==> config.mk <==
export PLATFORM = sky130hd
export DESIGN_NAME = gated_pulse_gen
export DESIGN_NICKNAME = d
export VERILOG_FILES = /design/src/rtl/gpg_pkg.sv /design/src/rtl/gpg_sync.sv /design/src/rtl/gpg_window.sv /design/src/rtl/gpg_pulse.sv /design/src/rtl/gated_pulse_gen.sv
export SDC_FILE = /design/constraint.sdc
export NUM_CORES = 1
export LEC_CHECK = 0
export BUFFER_PORTS_ARGS = -buffer_cell sky130_fd_sc_hd__buf_2
export CELL_PAD_IN_SITES_DETAIL_PLACEMENT = 2
export CELL_PAD_IN_SITES_GLOBAL_PLACEMENT = 2
export CORE_UTILIZATION = 39
export DETAILED_ROUTE_END_ITERATION = 10
export PLACE_DENSITY = 0.89
export SYNTH_ARGS = -nofsm -noshare
export SYNTH_HDL_FRONTEND = slang
export SYNTH_HIERARCHICAL = 1
export SYNTH_SLANG_ARGS = --single-unit
export TNS_END_PERCENT = 20
==> constraint.sdc <==
create_clock -name clk -period 3.65 [get_ports clk]
set_input_delay 0 -clock clk [delete_from_list [all_inputs] [get_ports clk]]
set_output_delay 0 -clock clk [all_outputs]
set_load 0.02 [all_outputs]
==> src/rtl/gpg_pkg.sv <==
package gpg_pkg;

    typedef enum logic [1:0] {
        W_IDLE   = 2'd0,
        W_SETTLE = 2'd1,
        W_ARMED  = 2'd2
    } win_state_e;

endpackage

==> src/rtl/gpg_sync.sv <==
module gpg_sync #(
    parameter int              WIDTH     = 4,
    parameter int              STAGES    = 2,
    parameter logic [WIDTH-1:0] RESET_VAL = '0
) (
    input  logic             clk,
    input  logic             rst,
    input  logic [WIDTH-1:0] din,
    output logic [WIDTH-1:0] dout
);

    logic [STAGES-1:0][WIDTH-1:0] chain_d, chain_q;

    generate
        for (genvar g = 0; g < STAGES; g++) begin : g_stage
            if (g == 0) begin : g_first
                assign chain_d[g] = din;
            end else begin : g_next
                assign chain_d[g] = chain_q[g-1];
            end
        end
    endgenerate

    always_ff @(posedge clk) begin
        if (rst) begin
            for (int i = 0; i < STAGES; i++) chain_q[i] <= RESET_VAL;
        end else begin
            chain_q <= chain_d;
        end
    end

    assign dout = chain_q[STAGES-1];

endmodule

==> src/rtl/gpg_window.sv <==
module gpg_window
    import gpg_pkg::*;
#(
    parameter int SETTLE_CYC = 10
) (
    input  logic clk,
    input  logic rst,
    input  logic differ,
    output logic armed
);

    localparam int CW = (SETTLE_CYC < 2) ? 1 : $clog2(SETTLE_CYC);

    typedef struct packed {
        win_state_e      st;
        logic [CW-1:0]   cnt;
    } win_regs_t;

    win_regs_t r_d, r_q;

    always_comb begin
        r_d = r_q;
        unique case (r_q.st)
            W_IDLE: begin
                if (differ) begin
                    r_d.st  = W_SETTLE;
                    r_d.cnt = '0;
                end
            end
            W_SETTLE: begin
                if (!differ) begin
                    r_d.st = W_IDLE;
                end else if (r_q.cnt == CW'(SETTLE_CYC - 1)) begin
                    r_d.st = W_ARMED;
                end else begin
                    r_d.cnt = r_q.cnt + 1'b1;
                end
            end
            W_ARMED: begin
                if (!differ) r_d.st = W_IDLE;
            end
            default: r_d.st = W_IDLE;
        endcase
    end

    always_ff @(posedge clk) begin
        if (rst) begin
            r_q.st  <= W_IDLE;
            r_q.cnt <= '0;
        end else begin
            r_q <= r_d;
        end
    end

    assign armed = (r_q.st == W_ARMED);

endmodule

==> src/rtl/gpg_pulse.sv <==
module gpg_pulse #(
    parameter int PULSE_CYC = 75
) (
    input  logic clk,
    input  logic rst,
    input  logic trig,
    output logic pulse_n
);

    localparam int PW = (PULSE_CYC < 2) ? 1 : $clog2(PULSE_CYC);

    typedef struct packed {
        logic          low;
        logic [PW-1:0] left;
    } pulse_regs_t;

    pulse_regs_t r_d, r_q;

    always_comb begin
        r_d = r_q;
        if (r_q.low) begin
            if (r_q.left == '0) r_d.low  = 1'b0;
            else                r_d.left = r_q.left - 1'b1;
        end else if (trig) begin
            r_d.low  = 1'b1;
            r_d.left = PW'(PULSE_CYC - 1);
        end
    end

    always_ff @(posedge clk) begin
        if (rst) begin
            r_q.low  <= 1'b0;
            r_q.left <= '0;
        end else begin
            r_q <= r_d;
        end
    end

    assign pulse_n = ~r_q.low;

endmodule

==> src/rtl/gated_pulse_gen.sv <==
module gated_pulse_gen #(
    parameter int SETTLE_CYC  = 10,
    parameter int PULSE_CYC   = 75,
    parameter int SYNC_STAGES = 2
) (
    input  logic clk,
    input  logic rst,
    input  logic start_a,
    input  logic start_b,
    input  logic det_a_n,
    input  logic det_b_n,
    output logic pulse_n
);

    localparam int NUM_IN = 4;
    localparam logic [NUM_IN-1:0] IN_IDLE = 4'b1100;

    typedef struct packed {
        logic [1:0] det_prev;
    } edge_regs_t;

    logic [NUM_IN-1:0] raw_in, sync_in;
    logic              sync_differ;
    logic              win_armed;
    logic [1:0]        det_now;
    logic [1:0]        det_fall;
    logic              fire;
    edge_regs_t        e_d, e_q;

    assign raw_in = {det_b_n, det_a_n, start_b, start_a};

    gpg_sync #(
        .WIDTH    (NUM_IN),
        .STAGES   (SYNC_STAGES),
        .RESET_VAL(IN_IDLE)
    ) u_sync (
        .clk (clk),
        .rst (rst),
        .din (raw_in),
        .dout(sync_in)
    );

    assign sync_differ = sync_in[0] ^ sync_in[1];
    assign det_now     = sync_in[3:2];

    gpg_window #(
        .SETTLE_CYC(SETTLE_CYC)
    ) u_window (
        .clk   (clk),
        .rst   (rst),
        .differ(sync_differ),
        .armed (win_armed)
    );

    always_comb begin
        e_d          = e_q;
        e_d.det_prev = det_now;
        det_fall     = e_q.det_prev & ~det_now;
        fire         = win_armed & sync_differ & (|det_fall);
    end

    always_ff @(posedge clk) begin
        if (rst) e_q.det_prev <= 2'b11;
        else     e_q <= e_d;
    end

    gpg_pulse #(
        .PULSE_CYC(PULSE_CYC)
    ) u_pulse (
        .clk    (clk),
        .rst    (rst),
        .trig   (fire),
        .pulse_n(pulse_n)
    );

endmodule

==> summary.md <==
| Metric | Value |
|---|---|
| Setup-failing EPs final | `0` |
| Final WS setup | `1.74 ns` |
| Worst-Margin Slew | `1.01 ns` |
| FMAX | `524 MHz` |
| CTS sink cnt | `24` |
| Net Count, Synth | `118` |
| Initial antenna violation count | `0` |
| Reg2reg end | `u_pulse/r_q[0]` |
| Slowest-stage cell, CP | `nor4_1` |
| Synth Instances | `108` |
| CTS tree | `built` |
| Row count | `18` |
| Routed vias/inst | `5.82` |
| Instance count on the critical path | `3` |
| Delay-heaviest family, CP | `simple AND/OR/NAND/NOR gates` |
| CTS resizes | `0` |
| Share of cells above drive strength 1 | `16.0%` |
| Root buffer cell | `clkbuf_4` |
| WL per Instance | `20.5 um` |
| Core ar. | `2500 sq um` |
| Buf/Inv on CP | `0` |
| Sequential area share after synthesis | `45.9%` |
| FF-to-FF Start | `u_pulse/r_q[2]` |
| Power per cell area | `358 nW/um^2` |
| Placer Congestion | `0.780` |
| Status | `complete, no violations` |
| Top-level I/O count | `7` |
| Worst-case reg-to-reg path depth | `3` |
| Layout net count | `131` |
| Total CTS buffers | `3` |
| Iteration-0 DRC Markers | `12` |
| Min-delay worst type | `in -> reg` |
| DRC Markers | `0` |
| Final Cycle Share | `52.3%` |
| Pin count of the biggest net entering global routing | `24` |
| Final Slew Violations | `0` |
| Grt met2 use | `46.1%` |
| RSZ-0062 raised after global routing | `no` |
| Crit Path Max Fanout | `6` |
| Port bufs | `6` |
| Clock Path Buffers | `2` |
| Area growth, synth to finish | `11.6%` |
| Max VDD drop | `0.326 mV` |
| Critical-path cell list | `nor4_1 -> a2111oi_0 -> a31o_2` |
| Post-Syn Area | `1050 sq um` |
| # H-tree levels | `1` |
| M3 GR Usage | `2.26%` |
| Vias in the first global route | `964` |
| Setup slack, reg-to-reg | `1.74 ns` |
| Commonest non-fill, non-tap cell in the layout | `dfxtp_1` |
| Total congestion overflow | `0` |
| Hold Crit Start | `rst` |
| Later-pin clock latency in the skew report | `0.32 ns` |
| Worst Setup Start Kind | `flip-flop` |
| Post-route minimum period | `1.91 ns` |
| Vias | `867` |
| Synthesized area per cell | `9.70 sq um` |
| Design Area, Final | `1170 sq um` |
| Most utilized layer in the global route result | `met2` |
| Hold slack | `0.0936 ns` |
| Worst Skew | `0.00620 ns` |
| GRT Util Overall | `25.5%` |
| Worst Setup Path Type | `reg -> reg` |
| Diode count | `0` |
| Pre-CTS setup slack | `1.83 ns` |
| Drt pass-1 iters | `4` |
| Met1 Usage GRT | `29.1%` |
| Die Height | `53.8 um` |
| Most frequent cells in the layout | `dfxtp_1 (24), nor2b_1 (10), inv_1 (9), a21oi_1 (8)` |
| Critical Path End Type | `flip-flop` |
| Leakage | `0.000456 uW` |
| Total Routed Length | `3060 um` |
| Yosys reg bits | `24` |
| Detailed Place HPWL | `1780 um` |
| Critical Path Source | `u_pulse/r_q[2]` |
| CP Data Arrival Time | `2.14 ns` |
| Crit path to | `u_pulse/r_q[0]` |
| Crit path largest cell delay | `0.88 ns` |
| Initial Util | `41.9%` |
| Die X | `53.8 um` |
| Filler instances | `255` |
| Post-DP Area | `1110 sq um` |
| Max-slew headroom | `32.1%` |
| Warnings, synthesis | `6` |
| MaxCap Viol Count | `0` |
| Setup_tns | `0 ns` |
| Post-synth cell types | `38` |
| First-pass GRT wire length | `4950 um` |
| Worst-path clk slew | `0.13 ns` |
| Die ar. | `2900 sq um` |
| CP required | `3.88 ns` |
| Post-route ant nets | `0` |
| Hold Vio Cnt, Final | `0` |
[metrics by stage]
step	instances	total power, uW	utilization (%)
floorplan	108	287	-
global placement	142	293	44.2
detailed placement	142	295	44.2
CTS	149	412	46.7
global route	149	431	46.7
finish	149	419	46.7
[final cells by class]
type | count | area, sq um | share of cell area [%]
Timing Repair Buffer | 10 | 70.1 | 6.00
Sequential cell | 24 | 480 | 41.1
Clock buffer | 3 | 22.5 | 1.93
Tap cell | 30 | 37.5 | 3.21
Multi-Input combinational cell | 73 | 524 | 44.9
Inverter | 9 | 33.8 | 2.89
[worst reg2reg max path, delay by kind of cell, from the launching register on]
kind / cells / cell delay, ns
compound gates: 2 / 0.57
flops: 1 / 0.37
simple gates: 1 / 0.88
[cell usage after synthesis, drive strengths merged]
| library cell | n | area share, % |
|---|---|---|
| nand2b | 1 | 0.60 |
| inv | 9 | 3.2 |
| and4b | 1 | 1.3 |
| nand4b | 2 | 1.7 |
| nand4 | 1 | 0.60 |
| o221ai | 1 | 0.84 |
| a2111oi | 1 | 0.84 |
| or4b | 1 | 0.96 |
| or2 | 7 | 4.2 |
| a211oi | 1 | 0.72 |
| or4 | 3 | 2.2 |
| nor3 | 1 | 0.48 |
| nand3b | 2 | 1.4 |
| a21oi | 8 | 3.8 |
| nand3 | 1 | 0.48 |
| o211a | 2 | 1.9 |
| a41o | 1 | 0.96 |
| or3 | 1 | 0.60 |
| mux2i | 1 | 0.96 |
| dfxtp | 24 | 46 |
| nor4 | 1 | 0.60 |
| nor2 | 3 | 1.1 |
| ha | 4 | 4.8 |
| nor2b | 10 | 6.0 |
| xor2 | 1 | 0.84 |
| a2111o | 1 | 1.1 |
| o21ai | 6 | 2.9 |
| and2b | 2 | 1.6 |
| a31o | 2 | 1.7 |
| nand2 | 2 | 0.72 |
| a211o | 2 | 1.9 |
| or3b | 2 | 1.7 |
| a221oi | 1 | 0.84 |
| buf | 2 | 0.84 |
[per-layer routing]
| layer | wire [um] | vias to the layer above | share of wire (%) |
|---|---|---|---|
| met1 | 1330 | 439 | 43 |
| met4 | 83 | 0 | 2.7 |
| met2 | 1620 | 9 | 53 |
| met3 | 25 | 6 | 0.82 |
| li1 | - | 413 | - |
| met5 | 0 | - | 0 |
[sequential cells by signal (all words and copies together), names as in the netlist]
register,flops
e_q,2
u_pulse/r_q,8
u_sync/chain_d,4
u_sync/dout,4
u_window/r_q,6
[where the power goes]
part           switching (uW)  internal (uW)  total, uW
clock                    85.3           38.7        124
sequential               3.35            268        271
combinational            12.9           10.8       23.7
total                     102            317        419
[worst min-delay path by stage]
| stage | endpoint | slack, ns | depth (start not counted) |
|---|---|---|---|
| floorplan | u_window/r_q[0] | 0.07 | 1 |
| global placement | u_sync/chain_d[7] | 0.18 | 2 |
| detailed placement | u_sync/chain_d[7] | 0.19 | 2 |
| CTS | u_pulse/r_q[7] | 0.06 | 2 |
| global route | u_pulse/r_q[2] | 0.1 | 2 |
| finish | u_pulse/r_q[2] | 0.09 | 2 |
[what timing repair did]
item | 4_1_cts | 5_1_grt
buffers inserted | 0 | 0
hold buffers | 4 | 0
hold endpoints to repair | 4 | 0
[cells by family (layout without fill, tap and decap cells)]
| family | after synthesis | after routing | synth area share, % |
|---|---|---|---|
| buffers and inverters | 11 | 22 | 4.06 |
| XOR/XNOR | 1 | 1 | 0.836 |
| AND/OR/NAND/NOR | 41 | 41 | 26.0 |
| adder cells (fa/ha/maj) | 4 | 4 | 4.78 |
| flip-flops | 24 | 24 | 45.9 |
| AO/OA/AOI/OAI | 26 | 26 | 17.4 |
| multiplexers | 1 | 1 | 0.956 |
(Power assumes the default switching activity.)
